**src/rtl/bpg_pkg.sv**
```systemverilog
package bpg_pkg;
  localparam int GRP_W = 8;

  function automatic int grp_count(input int width);
    return (width + GRP_W - 1) / GRP_W;
  endfunction

  typedef struct packed {
    logic data_hit;
    logic addr_hit;
  } bpg_kind_t;
endpackage

```
**src/rtl/bpg_grp_xor.sv**
```systemverilog
module bpg_grp_xor
  import bpg_pkg::*;
#(
  parameter int W = 36,
  localparam int NG = grp_count(W)
) (
  input  logic [W-1:0]  vec_i,
  input  logic [NG-1:0] extra_i,
  output logic [NG-1:0] x_o
);
  for (genvar g = 0; g < NG; g++) begin : g_grp
    localparam int LO = g * GRP_W;
    localparam int HI = ((g + 1) * GRP_W > W) ? W - 1 : (g + 1) * GRP_W - 1;
    assign x_o[g] = (^vec_i[HI:LO]) ^ extra_i[g];
  end
endmodule

```
**src/rtl/bpg_err_log.sv**
```systemverilog
module bpg_err_log
  import bpg_pkg::*;
#(
  parameter int AW = 36,
  parameter int NA = 5,
  parameter int ND = 16
) (
  input  logic          clk,
  input  logic          rst_n,
  input  logic          evt_i,
  input  logic [AW-1:0] addr_i,
  input  logic [NA-1:0] amask_i,
  input  logic [ND-1:0] dmask_i,
  input  logic          clr_i,
  output logic          vld_o,
  output bpg_kind_t     kind_o,
  output logic [AW-1:0] addr_o,
  output logic [NA-1:0] amask_o,
  output logic [ND-1:0] dmask_o,
  output logic          ovf_o
);
  logic take;
  assign take = evt_i && (!vld_o || clr_i);

  always_ff @(posedge clk or negedge rst_n) begin
    if (!rst_n) begin
      vld_o   <= 1'b0;
      kind_o  <= '0;
      addr_o  <= '0;
      amask_o <= '0;
      dmask_o <= '0;
      ovf_o   <= 1'b0;
    end else begin
      if (clr_i) begin
        vld_o <= 1'b0;
        ovf_o <= 1'b0;
      end
      if (take) begin
        vld_o           <= 1'b1;
        addr_o          <= addr_i;
        amask_o         <= amask_i;
        dmask_o         <= dmask_i;
        kind_o.addr_hit <= |amask_i;
        kind_o.data_hit <= |dmask_i;
      end else if (evt_i && !clr_i) begin
        ovf_o <= 1'b1;
      end
    end
  end
endmodule

```
**src/rtl/bus_parity_guard.sv**
```systemverilog
module bus_parity_guard
  import bpg_pkg::*;
#(
  parameter int ADDR_W = 36,
  parameter int DATA_W = 128,
  localparam int NA = grp_count(ADDR_W),
  localparam int ND = grp_count(DATA_W)
) (
  input  logic              clk,
  input  logic              rst_n,
  input  logic              req_rd_i,
  input  logic              req_wr_i,
  input  logic [ADDR_W-1:0] addr_i,
  input  logic [NA-1:0]     addr_par_i,
  input  logic [DATA_W-1:0] wdata_i,
  input  logic [ND-1:0]     wdata_par_i,
  input  logic [ND-1:0]     wbe_i,
  input  logic [DATA_W-1:0] cpl_data_i,
  input  logic              par_en_i,
  input  logic              irq_en_i,
  input  logic              log_clr_i,
  output logic [ND-1:0]     cpl_par_o,
  output logic              err_vld_o,
  output logic [1:0]        err_kind_o,
  output logic [ADDR_W-1:0] err_addr_o,
  output logic [NA-1:0]     err_amask_o,
  output logic [ND-1:0]     err_dmask_o,
  output logic              err_ovf_o,
  output logic              irq_o
);
  logic [NA-1:0] a_fail;
  logic [ND-1:0] d_x;
  logic [ND-1:0] d_fail;
  logic          evt;
  bpg_kind_t     kind;

  // Address: parity bit folded in as the extra term.
  bpg_grp_xor #(.W(ADDR_W)) u_addr_chk (
    .vec_i  (addr_i),
    .extra_i(addr_par_i),
    .x_o    (a_fail)
  );

  // Write data: parity bit and byte enable both folded in.
  bpg_grp_xor #(.W(DATA_W)) u_data_chk (
    .vec_i  (wdata_i),
    .extra_i(wdata_par_i ^ wbe_i),
    .x_o    (d_x)
  );

  // Completion: enables taken as zero, parity makes each byte even.
  bpg_grp_xor #(.W(DATA_W)) u_cpl_gen (
    .vec_i  (cpl_data_i),
    .extra_i('0),
    .x_o    (cpl_par_o)
  );

  assign d_fail = req_wr_i ? d_x : '0;
  assign evt    = (req_rd_i || req_wr_i) && par_en_i && ((|a_fail) || (|d_fail));

  bpg_err_log #(.AW(ADDR_W), .NA(NA), .ND(ND)) u_log (
    .clk    (clk),
    .rst_n  (rst_n),
    .evt_i  (evt),
    .addr_i (addr_i),
    .amask_i(a_fail),
    .dmask_i(d_fail),
    .clr_i  (log_clr_i),
    .vld_o  (err_vld_o),
    .kind_o (kind),
    .addr_o (err_addr_o),
    .amask_o(err_amask_o),
    .dmask_o(err_dmask_o),
    .ovf_o  (err_ovf_o)
  );

  assign err_kind_o = kind;
  assign irq_o      = err_vld_o && irq_en_i;
endmodule

```
**config.mk**
```make
export PLATFORM = sky130hd
export DESIGN_NAME = bus_parity_guard
export DESIGN_NICKNAME = d
export VERILOG_FILES = /design/src/rtl/bpg_pkg.sv /design/src/rtl/bpg_grp_xor.sv /design/src/rtl/bpg_err_log.sv /design/src/rtl/bus_parity_guard.sv
export SDC_FILE = /design/constraint.sdc
export NUM_CORES = 1
export LEC_CHECK = 0
export BUFFER_PORTS_ARGS = -buffer_cell sky130_fd_sc_hd__buf_4
export CORE_AREA = 10 10 153 155
export CTS_BUF_LIST = sky130_fd_sc_hd__clkbuf_16
export CTS_CLUSTER_DIAMETER = 100
export DETAILED_ROUTE_END_ITERATION = 7
export DIE_AREA = 0 0 163 165
export GPL_TIMING_DRIVEN = 1
export PLACE_DENSITY = 0.6
export SLEW_MARGIN = 10
export SYNTH_ARGS = -nofsm -noshare
export SYNTH_HDL_FRONTEND = slang
export SYNTH_SLANG_ARGS = --single-unit
```
**constraint.sdc**
```tcl
create_clock -name clk -period 1.8 [get_ports clk]
set_input_delay 0.09 -clock clk [delete_from_list [all_inputs] [get_ports clk]]
set_output_delay 0.09 -clock clk [all_outputs]
set_load 0.005 [all_outputs]
```
==> results.json <==
{
  "status": "finished with violations",
  "violations": "setup timing",
  "synth_edf_count": 0,
  "startpoint_type": "input pin",
  "layout_setup_ws_ns": -0.412,
  "ir_worst_vdd_uv": 378,
  "crit_required_ns": 2.01,
  "drt-vias-per-instance": 4.01,
  "drive_gt1_share_pct": 55.9,
  "synth_area_um2": 4980,
  "maxCapViolations": 0,
  "clk-insertion-delay-late_ns": 0.33,
  "drc": 0,
  "timing.final.hold_violations": 0,
  "cts.sinks": 61,
  "ys_top_cells_by_area": "xnor2_1 (44%), dfrtp_1 (31%), mux2_2 (5.9%)",
  "grt_setup_unrepaired": "true",
  "synth_nets": 792,
  "cp.arrival_ns": 2.43,
  "power.clock.fraction_pct": 21.4,
  "first_global_vias": 5444,
  "syn_to_final_growth_pct": 91.4,
  "synth_top_area_share_pct": 44.2,
  "grt_first_pass_wirelength_um": 30800,
  "die_w_um": 163,
  "async_flop_share_pct": 100,
  "critPathLaunch": "wdata_i[39]",
  "wl_per_cell_um": 17.3,
  "setup_viol": 59,
  "cp_max_fo": 22,
  "cts_root_buf": "clkbuf_16",
  "ios": 414,
  "maxSlewHeadroom_pct": 63.1,
  "synth_warnings": 0,
  "intPower_w": 0.00540,
  "wl_um": 20900,
  "max_freq_mhz": 452,
  "cts_tree": "yes",
  "hold_start": "addr_i[15]",
  "r2r-start": "u_log.vld_o$_DFFE_PN0P_",
  "drtIter0Drc": 117,
  "p_seq_share_pct": 24.6,
  "holdWs_ns": 0.0173,
  "fin_worst_skew_ns": 0.00406,
  "nFillCells": 1983,
  "hp-class": "in -> reg",
  "p_leak_nw": 4.35,
  "ys_ff_latch": 61,
  "path_class": "in -> reg",
  "ctsHtreeMaxLevel": 3,
  "p_sw_w": 0.00239,
  "p_sw_share_pct": 30.7,
  "drtAntennaViolNets": 0,
  "track_usage_pct": 14.9,
  "synth_area_per_cell_um2": 10.9,
  "p_total_w": 0.00779,
  "synth_flop_cell": "dfrtp_1",
  "p_per_area_nw_per_um2": 818,
  "rows": 52,
  "place_hpwl_um": 18500,
  "gp_congestion": 0.813,
  "vias": 4860,
  "grt_start_max_net_pins": 30,
  "period_minus_slack_ns": 2.21,
  "worstMarginPinSlew_ns": 0.551,
  "die_y_um": 165,
  "seq_area_frac_synth_pct": 30.7,
  "synthCells": 456,
  "synth_cell_types": 23,
  "dr.pass1.iters": 4,
  "grt_overflow": 0,
  "antenna_cells": 0,
  "drv_slew": 0,
  "nets": 1274,
  "power.share.combinational_pct": 54.0,
  "core_area_um2": 20200,
  "fp.dieArea_um2": 26900,
  "clock_path_buffers": 2,
  "antenna_found_initial": 0,
  "io_buffer_count": 413,
  "numCtsBuffers": 9,
  "clkTransAtPathRegs_ns": 0.05,
  "period_share_pct": 123,
  "start_util_pct": 24.7,
  "synth_top_cell_by_area": "xnor2_1",
  "setup.worst_path.end_class": "register"
}
## area by class of cell
type                            instances  area (um2)  area share, %
Inverter                               22        82.6          0.867
Clock buffer                            9         225           2.36
Sequential cell                        61        1530           16.0
Clock inverter                          6        56.3          0.591
Timing Repair Buffer                  478        3750           39.4
Multi-Input combinational cell        366        3550           37.2
Tap cell                              270         338           3.55
## through the flow
step	cells	area, um2	setup WS [ns]	util [%]	setup TNS [ns]
floorplan	456	5000	-0.500	-	-21.67
global placement	1162	8660	-0.836	42.9	-45.97
detailed placement	1162	8660	-0.852	42.9	-46.42
CTS	1209	9450	-0.415	46.8	-20.94
global route	1212	9530	-0.548	47.2	-29.55
finish	1212	9530	-0.412	47.2	-20.89
## power groups by stage
stage | Combinational, W | Clock [W] | Sequential, W
after floorplan | 0.00170 | 0 | 0.00195
after global placement | 0.00385 | 0 | 0.00192
after detailed placement | 0.00389 | 0 | 0.00194
after CTS | 0.00417 | 0.00173 | 0.00192
after global routing | 0.00457 | 0.00179 | 0.00197
final | 0.00421 | 0.00167 | 0.00192
## worst paths after layout
path	to	slack (ns)	depth (start not counted)
min	u_log.addr_o[15]$_DFFE_PN0P_	0.02	2
max reg2reg	u_log.addr_o[20]$_DFFE_PN0P_	0.24	5
min reg2reg	u_log.kind_o[1]$_DFFE_PN0P_	0.49	2
max	u_log.addr_o[20]$_DFFE_PN0P_	-0.41	10
min in group asynchronous	u_log.addr_o[7]$_DFFE_PN0P_	0.22	2
max in group asynchronous	u_log.addr_o[23]$_DFFE_PN0P_	1.00	3
## timing repair
item | 4_1_cts | 5_1_grt
gates resized for setup | 31 | 9
hold buffers | 28 | 0
buffers inserted | 3 | 3
gates cloned | 1 | 0
endpoints found under the setup margin | 59 | 61
pin swaps | 2 | 3
endpoints found under the hold margin | 54 | 0
## Yosys cell counts (all sizes together), types with 2 or more instances
cell,n
xnor2,251
dfrtp,61
mux2,36
xor2,25
inv,22
o22ai,22
nand2,8
xnor3,8
buf,6
o21ai,3
and2,2
nand4,2
o21a,2
## layer usage
metal / track usage, % / share of wire (%)
met5: 0 / 0
met4: 4.30 / 1.5
met3: 5.33 / 8.6
met2: 28.0 / 54
met1: 15.0 / 36
## state kept, by name, indices dropped and copies added, names as in the netlist
name           flops
u_log.dmask_o     16
u_log.kind_o       2
u_log.addr_o      36
u_log.vld_o        1
u_log.ovf_o        1
u_log.amask_o      5
## critical path, cell delays in order
cell and delay [ns]:
buf_4 0.11, xnor2_1 0.14, xnor3_1 0.45, xnor2_2 0.17
and4_1 0.22, nand4b_1 0.14, o41a_1 0.37, o21a_4 0.27
buf_12 0.17, mux2_2 0.28
## cells in the final DEF, fill, tap and decap left out, types with 2 or more instances in the layout
cell / Yosys / routed
clkinv_2: 0 / 2
inv_1: 22 / 23
xor2_1: 25 / 25
o22ai_1: 22 / 4
buf_4: 0 / 439
o22ai_4: 0 / 5
dlygate4sd3_1: 0 / 28
dfrtp_1: 61 / 61
xnor2_1: 251 / 242
and2_1: 2 / 2
xnor3_1: 8 / 8
o21ai_0: 3 / 3
buf_12: 0 / 4
mux2_4: 10 / 10
clkbuf_16: 0 / 9
nand4_1: 2 / 2
nand2_1: 8 / 8
buf_6: 2 / 6
o22ai_2: 0 / 13
xnor2_2: 0 / 9
mux2_2: 26 / 26
## logic make-up (layout without fill, tap and decap cells)
logic type / after synthesis / after routing / synth area share, %
AO/OA/AOI/OAI: 30 / 30 / 3.95
XOR/XNOR: 284 / 284 / 52.2
buffers and inverters: 29 / 515 / 2.59
flip-flops: 61 / 61 / 30.7
multiplexers: 36 / 36 / 8.90
AND/OR/NAND/NOR: 16 / 16 / 1.71
Power figures use the tool's default switching activity.
